==> src/rtl/dslope_cmp_pkg.sv <==
package dslope_cmp_pkg;
  typedef enum logic [1:0] {
    OM_OFF    = 2'b00,
    OM_TOGGLE = 2'b01,
    OM_NONINV = 2'b10,
    OM_INV    = 2'b11
  } out_mode_e;
endpackage

==> src/rtl/dslope_mode_decode.sv <==
module dslope_mode_decode #(
  parameter int WAVE_W    = 4,
  parameter int TOGGLE_LO = 8,
  parameter int TOGGLE_HI = 11
) (
  input  logic [1:0]        out_mode,
  input  logic [WAVE_W-1:0] wave_mode,
  input  logic              chan_sel,
  output logic              toggle_ok,
  output logic              connect
);
  import dslope_cmp_pkg::*;

  localparam logic [WAVE_W-1:0] LO_V = WAVE_W'(TOGGLE_LO);
  localparam logic [WAVE_W-1:0] HI_V = WAVE_W'(TOGGLE_HI);

  logic in_window;
  out_mode_e om;

  always_comb begin
    om        = out_mode_e'(out_mode);
    in_window = (wave_mode >= LO_V) && (wave_mode <= HI_V);
    toggle_ok = (om == OM_TOGGLE) && in_window && !chan_sel;
    unique case (om)
      OM_OFF:    connect = 1'b0;
      OM_TOGGLE: connect = toggle_ok;
      default:   connect = 1'b1;
    endcase
  end
endmodule

==> src/rtl/dslope_next_level.sv <==
module dslope_next_level (
  input  logic       level_q,
  input  logic       cmp_match,
  input  logic       count_down,
  input  logic       cmp_at_top,
  input  logic [1:0] out_mode,
  input  logic       toggle_ok,
  output logic       level_d
);
  import dslope_cmp_pkg::*;

  out_mode_e om;

  always_comb begin
    om      = out_mode_e'(out_mode);
    level_d = level_q;
    if (out_mode[1] && cmp_at_top) begin
      // pinned period: inverting mode sits high, non-inverting low
      level_d = out_mode[0];
    end else if (cmp_match) begin
      unique case (om)
        OM_NONINV: level_d = count_down;
        OM_INV:    level_d = !count_down;
        OM_TOGGLE: level_d = toggle_ok ? !level_q : level_q;
        default:   level_d = level_q;
      endcase
    end
  end
endmodule

==> src/rtl/dslope_cmp_out.sv <==
module dslope_cmp_out #(
  parameter int WAVE_W    = 4,
  parameter int TOGGLE_LO = 8,
  parameter int TOGGLE_HI = 11
) (
  input  logic              clk,
  input  logic              rst_n,
  input  logic              cmp_match,
  input  logic              count_down,
  input  logic              cmp_at_top,
  input  logic [1:0]        out_mode,
  input  logic [WAVE_W-1:0] wave_mode,
  input  logic              chan_sel,
  output logic              wave_out,
  output logic              pin_override
);
  logic toggle_ok, connect, level_d;

  dslope_mode_decode #(
    .WAVE_W(WAVE_W), .TOGGLE_LO(TOGGLE_LO), .TOGGLE_HI(TOGGLE_HI)
  ) u_decode (
    .out_mode (out_mode),
    .wave_mode(wave_mode),
    .chan_sel (chan_sel),
    .toggle_ok(toggle_ok),
    .connect  (connect)
  );

  dslope_next_level u_next (
    .level_q   (wave_out),
    .cmp_match (cmp_match),
    .count_down(count_down),
    .cmp_at_top(cmp_at_top),
    .out_mode  (out_mode),
    .toggle_ok (toggle_ok),
    .level_d   (level_d)
  );

  always_ff @(posedge clk) begin
    if (!rst_n) begin
      wave_out     <= 1'b0;
      pin_override <= 1'b0;
    end else begin
      wave_out     <= level_d;
      pin_override <= connect;
    end
  end

  // disconnected code releases the pin
  assert_off_release_R2: assert property (@(posedge clk) disable iff (!rst_n)
    (out_mode == 2'b00) |=> !pin_override);

  // toggle on every match in the permitted window
  assert_toggle_flip_R3: assert property (@(posedge clk) disable iff (!rst_n)
    (out_mode == 2'b01 && cmp_match && !chan_sel &&
     wave_mode >= WAVE_W'(TOGGLE_LO) && wave_mode <= WAVE_W'(TOGGLE_HI))
    |=> (wave_out != $past(wave_out)));

  // non-inverting direction rule
  assert_noninv_match_R5: assert property (@(posedge clk) disable iff (!rst_n)
    (out_mode == 2'b10 && cmp_match && !cmp_at_top) |=> (wave_out == $past(count_down)));

  // inverting direction rule
  assert_inv_match_R6: assert property (@(posedge clk) disable iff (!rst_n)
    (out_mode == 2'b11 && cmp_match && !cmp_at_top) |=> (wave_out != $past(count_down)));

  // compare at TOP pins the level
  assert_top_pinned_R7: assert property (@(posedge clk) disable iff (!rst_n)
    (out_mode[1] && cmp_at_top) |=> (wave_out == $past(out_mode[0])));

  // no event, no change
  assert_idle_hold_R8: assert property (@(posedge clk) disable iff (!rst_n)
    (!cmp_match && !(out_mode[1] && cmp_at_top)) |=> $stable(wave_out));

  // PWM codes always connect the pin
  assert_pwm_connect_R9: assert property (@(posedge clk) disable iff (!rst_n)
    out_mode[1] |=> pin_override);
endmodule

==> config.mk <==
export PLATFORM = sky130hd
export DESIGN_NAME = dslope_cmp_out
export DESIGN_NICKNAME = d
export VERILOG_FILES = /design/src/rtl/dslope_cmp_pkg.sv /design/src/rtl/dslope_mode_decode.sv /design/src/rtl/dslope_next_level.sv /design/src/rtl/dslope_cmp_out.sv
export SDC_FILE = /design/constraint.sdc
export NUM_CORES = 1
export LEC_CHECK = 0
export ABC_CLOCK_PERIOD_IN_PS = 800
export BUFFER_PORTS_ARGS = -buffer_cell sky130_fd_sc_hd__buf_2
export CAP_MARGIN = 30
export CORE_AREA = 2 2 39 41
export DETAILED_ROUTE_END_ITERATION = 6
export DIE_AREA = 0 0 41 43
export SYNTH_ARGS = -nofsm -noshare
export SYNTH_HDL_FRONTEND = slang
export SYNTH_SLANG_ARGS = --single-unit
==> constraint.sdc <==
create_clock -name clk -period 0.8 [get_ports clk]
set_input_delay 0.08 -clock clk [delete_from_list [all_inputs] [get_ports clk]]
set_output_delay 0.08 -clock clk [all_outputs]
set_load 0.005 [all_outputs]
# After elaboration in Yosys (flattened, before gate mapping)
# Cells that the tools add are included.
# word_totals
regBits,2
in_bits,12
out_inout_bits,2
wordCells,24
# classes
n_lt_le_gt_ge,2
n_eq_ne,4
muxes,5
n_reduce_logical,11
# op_table
op,n
$eq A2 B2 Y1 const B,2
$ge A4 B4 Y1 const B,1
$le A4 B4 Y1 const B,1
$logic_and A1 B1 Y1,4
$reduce_bool A4 Y1,1
$logic_not A1 Y1,3
$mux W1,3
$ne A3 B1 Y1 const B,1
$pmux W1 S3,1
$reduce_and A3 Y1,1
$eq A2 B1 Y1 const B,1
$logic_not A2 Y1,1
$pmux W1 S2,1
$reduce_bool A2 Y1,1

# Logic depth before layout (Yosys ltp)
# Gate-level depths: netlist (run 1).
# logic_depth
ltp_word,8
depth_mapped,4
mapped_depth_nobuf,4

# Cells and area by module
# Synthesis (run 1) repeated with hierarchy kept, for this count alone.
# hier_totals
hier_cells,17
area_unflattened_um2,132.6
# modules_own_cells
mod,instances,cells_each,area_each_um2,seq_area_each_um2
dslope_next_level,1,10,58.8,0.0
dslope_cmp_out,1,4,52.6,40.0
dslope_mode_decode,1,3,21.3,0.0

# Worst setup path after synthesis (run 1)
# No wires, ideal clock.
# synth_timing
path_kind,reg2reg
start,register wave_out
end,register wave_out
setup_ps,72
arrival_ps,628
required_time_ps,728
slack_ps,101
stages_incl_launch_ff,4
path_buffers,0
synth_period_minus_slack_ps,699
path_cell_list,dfxtp_1 -> a31oi_1 -> o21ai_2 -> mux2i_1
# synth_via
elab_chain_cells,5
# synth_rtl
element,line,rtl
start: declaration,dslope_cmp_out.sv:14,"output logic wave_out,"
start signal: assignment,dslope_cmp_out.sv:44,wave_out <= level_d;
$logic_not A1 Y1,dslope_next_level.sv:24,OM_TOGGLE: level_d = toggle_ok ? !level_q : level_q;
$mux W1,dslope_next_level.sv:24,
$pmux W1 S3,dslope_next_level.sv:21,unique case (om)
$mux W1,dslope_next_level.sv:20,end else if (cmp_match) begin
$mux W1,dslope_next_level.sv:17,if (out_mode[1] && cmp_at_top) begin
# No other way between the ends. The select of a mux whose other input is x is not followed.
# A chain may end at the register's enable or synchronous reset.

# Final worst setup path (run 1)
# layout_timing
start,register wave_out
end,output port wave_out
# No word-level cell between the ends.

==> impl_metrics.env, run 1 <==
export IMPL_run_status="finished clean"
export IMPL_drc=0
export IMPL_layout_filler_cells=162
export IMPL_grt_overflow=0
export IMPL_area_delta_synth_final_pct=78.00
export IMPL_cp_buffers_inverters=1
export IMPL_endpoint_kind="output port"
export IMPL_grt_pass1_vias=141
export IMPL_cts_repair_resize_count=0
export IMPL_final_cell_count_no_fill=45
export IMPL_viasPerCell=3.489
export IMPL_track_usage=0.04004
export IMPL_ys_seq_elements=2
export IMPL_timing_critical_path_from_type="register"
export IMPL_most_frequent_cells_in_the_layout="sky130_fd_sc_hd__buf_2, sky130_fd_sc_hd__nand2_1, sky130_fd_sc_hd__clkbuf_4"
export IMPL_crit_path_cell_trace="buf_2"
export IMPL_layout_commonest_cell="sky130_fd_sc_hd__buf_2"
export IMPL_clock_insertion_delay_worst_skew_ps=220
export IMPL_num_vias=157
export IMPL_max_slew_worst_pin_slew_ps=165.2
export IMPL_design_final_nets=43
export IMPL_clk_root_buffer_cell="sky130_fd_sc_hd__clkbuf_4"
export IMPL_count_of_maximum_capacitance_violations=0
export IMPL_antenna_found_initial=0
export IMPL_static_leakage_power_nw=0.1125
export IMPL_worst_r2r_path_cells=3
export IMPL_postCtsSetupBuffers=0
export IMPL_diodes_inserted=0
export IMPL_highest_cell_delay_on_the_worst_timing_path_ps=330
export IMPL_path_clk_slew_ps=30
export IMPL_cts_htree_levels=1
export IMPL_critical_path_top_delay_family="flip-flops"
export IMPL_synthesis_area_per_instance_sq_um=8.341
export IMPL_max_slew_margin_rel=0.8893
export IMPL_clockBufferDepth=2
export IMPL_route_final_wire_length_microns=312
export IMPL_die_w_microns=41
export IMPL_die_height_microns=43
export IMPL_fp_dieArea_sq_um=1763
export IMPL_setup_viol_count_final=0
export IMPL_timing_final_hold_violations=0
export IMPL_synth_warning_count=0
export IMPL_routed_wire_length_per_instance_microns=6.933
export IMPL_vdd_drop_max_mv=0.2386
export IMPL_hold_path_depth=2
export IMPL_worstSetupPathDepth=1
export IMPL_timing_max_transition_violations_final=0
export IMPL_seq_area_frac_synth=0.3200
export IMPL_post_synthesis_cells=15
export IMPL_cts_hold_buf=0
export IMPL_worst_hold_path_type="primary input to register"
export IMPL_drt_pre_antenna_iters=1
export IMPL_rsz0062_at_grt="false"
export IMPL_postSynthNetCount=27
export IMPL_ys_types=10
export IMPL_cts_sink_count=2
export IMPL_post_synth_design_cell_area_sq_um=125.1
export IMPL_dr_first_iter_drc_count=0
export IMPL_port_buffers=11
export IMPL_drt_antenna_violating_nets=0
export IMPL_worst_clock_skew_ps=0
export IMPL_power_density_cell_area_nw_per_um2=1749
export IMPL_gpl_final_weighted_congestion=0.4645
export IMPL_clock_buffer_count_from_cts=3
export IMPL_criticalPathCategory="register to output port"
export IMPL_post_route_period_util=0.9323
export IMPL_fraction_of_final_layout_cells_sized_beyond_drive_strength_1=0.5517
export IMPL_period_needed_ps=745.8
export IMPL_crit_path_top_delay_cell="sky130_fd_sc_hd__dfxtp_1"
export IMPL_worstPathRequired_ps=720
export IMPL_initial_core_util=0.09042
export IMPL_grt_max_degree=6
export IMPL_utilization=0.1609
export IMPL_dp_cells=42
export IMPL_floorplan_row_count=14
export IMPL_pin_count=14
export IMPL_maximum_clock_frequency_mhz=1341
export IMPL_critical_path_peak_fanout=3
export IMPL_grt_pass1_wl_microns=420
export IMPL_cp_arrival_ps=670
export IMPL_cts_tree="yes"
export IMPL_core_area_sq_um=1384
## area by class of cell
type	count	area, sq um	area share
Timing Repair Buffer	11	55.05	0.2472
Sequential cell	2	40.04	0.1798
Multi-Input combinational cell	12	81.33	0.3652
Tap cell	16	20.02	0.08989
Inverter	1	3.754	0.01685
Clock buffer	3	22.52	0.1011
## worst paths after layout
check	from	end	slack (ps)
setup reg to reg	wave_out	wave_out	80
setup / recovery	wave_out	wave_out	50
hold reg to reg	wave_out	wave_out	470
hold / removal	rst_n	pin_override	100
## routing by layer
metal / up-vias / global-route usage / wire, microns
li1: 84 / - / -
met1: 66 / 0.02229 / 101
met2: 7 / 0.05938 / 154
met3: 0 / 0.01047 / 55
met4: 0 / 0.08000 / 0
met5: - / 0 / 0
## logic make-up after synthesis
family,count (synthesis),synth area share
and+or+nand+nor,5,0.2199
AOI/OAI and AO/OA,5,0.2601
DFF,2,0.3200
buffers and inverters,1,0.02997
muxes,2,0.1700
## stage by stage
stage / power, mW / cell area (sq um) / setup slack [ps] / hold slack, ps / TNS (ps)
after floorplan: 0.1414 / 125.1 / 100.7 / 197.5 / 0
after global placement: 0.1770 / 200.2 / -37.54 / 328.7 / -37.54
after detailed placement: 0.1778 / 200.2 / -43.51 / 333.2 / -43.51
after CTS: 0.4058 / 222.7 / 39.55 / 101.1 / 0
after global routing: 0.4171 / 222.7 / 8.961 / 119.4 / 0
final: 0.3894 / 222.7 / 54.18 / 103.7 / 0
## synth_stat cells, drive strengths merged
master / number / area, sq um
a31oi: 1 / 6.260
and4bb: 1 / 12.51
dfxtp: 2 / 40.04
inv: 1 / 3.750
mux2: 1 / 11.26
mux2i: 1 / 10.01
nand2: 4 / 15.01
o21a: 1 / 7.510
o21ai: 3 / 18.77
## flip-flops by register name (all words and copies together), names as in the netlist
register and count:
pin_override 1, wave_out 1
## power breakdown
group / switching, mW / internal [mW]
sequential: 0.00332 / 0.108
clock: 0.0495 / 0.165
combinational: 0.0265 / 0.0372
(Power assumes the default switching activity.)
==> inputs of run 2 (changes only) <==
--- a/config.mk
+++ b/config.mk
@@ -9,6 +9,7 @@
 export BUFFER_PORTS_ARGS = -buffer_cell sky130_fd_sc_hd__buf_2
 export CAP_MARGIN = 30
 export CORE_AREA = 2 2 39 41
+export CTS_BUF_LIST = sky130_fd_sc_hd__clkbuf_16
 export DETAILED_ROUTE_END_ITERATION = 6
 export DIE_AREA = 0 0 41 43
 export SYNTH_ARGS = -nofsm -noshare
==> impl_metrics.env, run 2 (synthesis results as in run 1) <==
export IMPL_run_status="finished clean"
export IMPL_count_of_maximum_capacitance_violations=0
export IMPL_cp_arrival_ps=670
export IMPL_routed_wire_length_per_instance_microns=7.089
export IMPL_fp_dieArea_sq_um=1763
export IMPL_grt_pass1_wl_microns=441
export IMPL_setup_viol_count_final=0
export IMPL_timing_max_transition_violations_final=0
export IMPL_postCtsSetupBuffers=0
export IMPL_critical_path_peak_fanout=3
export IMPL_crit_path_cell_trace="buf_2"
export IMPL_maximum_clock_frequency_mhz=1341
export IMPL_worst_hold_path_type="primary input to register"
export IMPL_viasPerCell=3.489
export IMPL_final_cell_count_no_fill=45
export IMPL_track_usage=0.04104
export IMPL_hold_path_depth=2
export IMPL_dr_max_layer_used="met3"
export IMPL_grt_overflow=0
export IMPL_drt_antenna_violating_nets=0
export IMPL_timing_final_hold_violations=0
export IMPL_clockBufferDepth=2
export IMPL_dr_first_iter_drc_count=0
export IMPL_clock_buffer_count_from_cts=3
export IMPL_design_final_nets=43
export IMPL_port_buffers=11
export IMPL_cts_sink_count=2
export IMPL_grt_max_degree=6
export IMPL_antenna_found_initial=0
export IMPL_worst_clock_skew_ps=0
export IMPL_highest_cell_delay_on_the_worst_timing_path_ps=330
export IMPL_top_regs="pin_override (1), wave_out (1)"
export IMPL_most_frequent_cells_in_the_layout="sky130_fd_sc_hd__buf_2, sky130_fd_sc_hd__nand2_1, sky130_fd_sc_hd__clkbuf_16"
export IMPL_area_delta_synth_final_pct=120.0
export IMPL_pin_count=14
export IMPL_finalInstanceArea_sq_um=275.3
export IMPL_num_vias=157
export IMPL_criticalPathCategory="register to output port"
export IMPL_power_density_cell_area_nw_per_um2=3318
export IMPL_cts_htree_levels=1
export IMPL_layout_commonest_cell="sky130_fd_sc_hd__buf_2"
export IMPL_crit_path_top_delay_cell="sky130_fd_sc_hd__dfxtp_1"
export IMPL_period_needed_ps=745.7
export IMPL_worstPathRequired_ps=720
export IMPL_max_slew_worst_pin_slew_ps=165.2
export IMPL_timing_critical_path_from_type="register"
export IMPL_drc=0
export IMPL_diodes_inserted=0
export IMPL_cts_repair_resize_count=0
export IMPL_critical_path_top_delay_family="flip-flops"
export IMPL_floorplan_row_count=14
export IMPL_drt_pre_antenna_iters=1
export IMPL_met3RoutedLength_microns=55
export IMPL_dp_cells=42
export IMPL_cp_buffers_inverters=1
export IMPL_cts_hold_buf=0
export IMPL_clock_insertion_delay_worst_skew_ps=220
export IMPL_endpoint_kind="output port"
export IMPL_cts_tree="yes"
export IMPL_dr_wl_met2_microns=144
export IMPL_max_slew_margin_rel=0.8893
export IMPL_path_clk_slew_ps=30
export IMPL_route_layer_met1_wl_microns=119
export IMPL_vdd_drop_max_mv=0.4625
export IMPL_clk_root_buffer_cell="sky130_fd_sc_hd__clkbuf_16"
export IMPL_route_final_wire_length_microns=319
export IMPL_core_area_sq_um=1384
export IMPL_rsz0062_at_grt="false"
export IMPL_die_height_microns=43
export IMPL_grt_pass1_vias=140
export IMPL_worstSetupPathDepth=1
export IMPL_die_w_microns=41
export IMPL_initial_core_util=0.09042
export IMPL_fraction_of_final_layout_cells_sized_beyond_drive_strength_1=0.5517
export IMPL_worst_r2r_path_cells=3
export IMPL_static_leakage_power_nw=0.1357
export IMPL_dpl_instance_area_sq_um=200.2
export IMPL_post_route_period_util=0.9321
export IMPL_gpl_final_weighted_congestion=0.4645
==> run 2: cell counts in the layout (fill, tap and decap cells not counted) <==
Identical to the previous run, type by type.
==> run 2: area by class of cell <==
type	count	area [sq um]
Multi-Input combinational cell	12	81.33
Clock buffer	3	75.07
Timing Repair Buffer	11	55.05
Inverter	1	3.754
Fill cell	162	1109
Tap cell	16	20.02
Sequential cell	2	40.04
==> run 2: worst paths after layout <==
| check | from | to | slack [ps] |
|---|---|---|---|
| worst max-delay path | wave_out | wave_out | 50 |
| worst min-delay path | rst_n | pin_override | 110 |
| worst max register to register | wave_out | wave_out | 80 |
| worst min register to register | wave_out | wave_out | 470 |
==> run 2: layer usage <==
| layer | up-vias | global-route usage |
|---|---|---|
| li1 | 84 | - |
| met1 | 66 | 0.02866 |
| met2 | 7 | 0.05625 |
| met3 | 0 | 0.02618 |
| met4 | 0 | 0.06000 |
| met5 | - | 0 |
==> run 2: power breakdown <==
group	leakage, nW	switching (mW)	total (mW)	internal [mW]
Combinational	0.0821	0.0266	0.0637	0.0372
Clock	0.0370	0.103	0.738	0.635
Sequential	0.0166	0.00341	0.112	0.108
==> run 2: through the flow <==
step	total power, mW	util	TNS (ps)	hold slack, ps	setup WS, ps
floorplan	0.1414	-	0	197.5	100.7
global placement	0.1770	0.1447	-37.54	328.7	-37.54
detailed placement	0.1778	0.1447	-43.51	333.2	-43.51
CTS	0.9204	0.1989	0	112.9	47.86
global route	0.9389	0.1989	0	127.7	19.28
finish	0.9135	0.1989	0	108.0	54.32
==> inputs of run 3 (changes only) <==
--- a/config.mk
+++ b/config.mk
@@ -8,10 +8,13 @@
 export ABC_CLOCK_PERIOD_IN_PS = 800
 export BUFFER_PORTS_ARGS = -buffer_cell sky130_fd_sc_hd__buf_2
 export CAP_MARGIN = 30
+export CELL_PAD_IN_SITES_DETAIL_PLACEMENT = 1
+export CELL_PAD_IN_SITES_GLOBAL_PLACEMENT = 1
 export CORE_AREA = 2 2 39 41
 export CTS_BUF_LIST = sky130_fd_sc_hd__clkbuf_16
 export DETAILED_ROUTE_END_ITERATION = 6
 export DIE_AREA = 0 0 41 43
+export PLACE_DENSITY_LB_ADDON = 0.1
 export SYNTH_ARGS = -nofsm -noshare
 export SYNTH_HDL_FRONTEND = slang
 export SYNTH_SLANG_ARGS = --single-unit
==> impl_metrics.env, run 3 (synthesis results as in run 1) <==
export IMPL_setup_viol_count_final=0
export IMPL_finalInstanceArea_sq_um=276.5
export IMPL_clock_insertion_delay_worst_skew_ps=220
export IMPL_cp_buffers_inverters=0
export IMPL_initial_core_util=0.09042
export IMPL_port_buffers=11
export IMPL_timing_final_hold_violations=0
export IMPL_fraction_of_final_layout_cells_sized_beyond_drive_strength_1=0.5862
export IMPL_worstHoldEndpoint="pin_override"
export IMPL_cts_tree="yes"
export IMPL_core_area_sq_um=1384
export IMPL_critical_path_top_delay_family="flip-flops"
export IMPL_max_slew_worst_pin_slew_ps=167.3
export IMPL_max_slew_margin_rel=0.8880
export IMPL_postCtsSetupBuffers=0
export IMPL_hold_path_depth=2
export IMPL_dp_cells=42
export IMPL_worstPathRequired_ps=940
export IMPL_routed_wire_length_per_instance_microns=8.600
export IMPL_critical_path_peak_fanout=3
export IMPL_worst_clock_skew_ps=0
export IMPL_cellInternalPower_mw=0.7821
export IMPL_grt_max_degree=6
export IMPL_num_vias=165
export IMPL_run_status="finished clean"
export IMPL_dr_first_iter_drc_count=0
export IMPL_clockBufferDepth=2
export IMPL_clock_buffer_count_from_cts=3
export IMPL_final_cell_count_no_fill=45
export IMPL_design_final_nets=43
export IMPL_power_frac_comb=0.070
export IMPL_post_route_period_util=0.9247
export IMPL_layout_filler_cells=169
export IMPL_seq_power_share=0.122
export IMPL_endpoint_kind="register"
export IMPL_layout_commonest_cell="sky130_fd_sc_hd__buf_2"
export IMPL_rsz0062_at_grt="true"
export IMPL_pin_count=14
export IMPL_reg2reg_setup_slack_ps=60
export IMPL_cp_arrival_ps=880
export IMPL_r2r_end="wave_out"
export IMPL_totalPowerFinal_mw=0.9270
export IMPL_worst_r2r_path_cells=3
export IMPL_worst_hold_startpoint="rst_n"
export IMPL_highest_cell_delay_on_the_worst_timing_path_ps=310
export IMPL_most_frequent_cells_in_the_layout="sky130_fd_sc_hd__buf_2, sky130_fd_sc_hd__nand2_1, sky130_fd_sc_hd__clkbuf_16"
export IMPL_dpl_instance_area_sq_um=200.2
export IMPL_count_of_maximum_capacitance_violations=0
export IMPL_area_delta_synth_final_pct=121.0
export IMPL_grt_overflow=0
export IMPL_antenna_found_initial=0
export IMPL_gpl_final_weighted_congestion=0.5580
export IMPL_share_clk_of_total_power=0.808
export IMPL_top_regs="pin_override (1), wave_out (1)"
export IMPL_drc=0
export IMPL_die_w_microns=41
export IMPL_crit_path_cell_trace="a31oi_1, o21ai_2, mux2i_1"
export IMPL_timing_critical_path_from_type="register"
export IMPL_power_density_cell_area_nw_per_um2=3352
export IMPL_cts_htree_levels=1
export IMPL_cts_sink_count=2
export IMPL_r2r_start="wave_out"
export IMPL_track_usage=0.05794
export IMPL_route_final_wire_length_microns=387
export IMPL_switching_power_mw=0.1449
export IMPL_power_switching_share=0.1563
export IMPL_crit_path_top_delay_cell="sky130_fd_sc_hd__dfxtp_2"
export IMPL_floorplan_row_count=14
export IMPL_drt_antenna_violating_nets=0
export IMPL_grt_pass1_wl_microns=641
export IMPL_fp_dieArea_sq_um=1763
export IMPL_drt_pre_antenna_iters=1
export IMPL_static_leakage_power_nw=0.1361
export IMPL_criticalPathCategory="register to register"
export IMPL_vdd_drop_max_mv=0.5588
export IMPL_path_clk_slew_ps=30
export IMPL_viasPerCell=3.667
export IMPL_period_needed_ps=739.7
export IMPL_die_height_microns=43
export IMPL_grt_pass1_vias=178
export IMPL_worst_hold_path_type="primary input to register"
export IMPL_maximum_clock_frequency_mhz=1352
export IMPL_timing_max_transition_violations_final=0
export IMPL_clk_root_buffer_cell="sky130_fd_sc_hd__clkbuf_16"
export IMPL_diodes_inserted=0
## run 3: cell counts in the layout (fill, tap and decap cells not counted)
Identical to the previous run, type by type.
## run 3: cell type report
class | instances | area [sq um] | share of cell area
flip-flops and latches | 2 | 41.29 | 0.1493
well taps | 16 | 20.02 | 0.07240
inverters | 1 | 3.754 | 0.01357
multi-input cells | 12 | 81.33 | 0.2941
repair buffers | 11 | 55.05 | 0.1991
clock buffers | 3 | 75.07 | 0.2715
## run 3: repair_timing
item                                    4_1_cts  5_1_grt
hold buffers                                  0        0
gates resized for setup                       0        1
endpoints found under the setup margin        0        2
## run 3: per-layer routing
layer	share of wire	up-vias	global-route usage
li1	-	82	-
met1	0.36	72	0.05063
met2	0.51	9	0.09375
met3	0.090	2	0
met4	0.036	0	0.08000
met5	0	-	0
## run 3: stage by stage
| stage | setup TNS (ps) | utilization | setup WS [ps] | hold WS, ps |
|---|---|---|---|---|
| floorplan | 0 | - | 100.7 | 197.5 |
| finish | 0 | 0.1998 | 60.27 | 102.5 |
| global placement | -51.54 | 0.1447 | -51.54 | 331.1 |
| global route | -11.16 | 0.1998 | -11.16 | 114.2 |
| CTS | 0 | 0.1989 | 34.35 | 103.7 |
| detailed placement | -54.92 | 0.1447 | -54.92 | 326.8 |
## run 3: power groups by stage
stage / combinational, mW / sequential, mW / clock (mW)
after floorplan: 0.0275 / 0.114 / 0
after global placement: 0.0660 / 0.113 / 0
after detailed placement: 0.0670 / 0.113 / 0
after CTS: 0.0672 / 0.112 / 0.764
after global routing: 0.0761 / 0.114 / 0.773
final: 0.0651 / 0.113 / 0.749
## run 3: worst max path at each step
stage,from,to,cells after the start
after detailed placement,wave_mode[2],wave_out,5
after floorplan,wave_out,wave_out,3
after CTS,wave_out,wave_out,1
final,wave_out,wave_out,3
after global routing,wave_out,wave_out,3
after global placement,wave_mode[2],wave_out,5
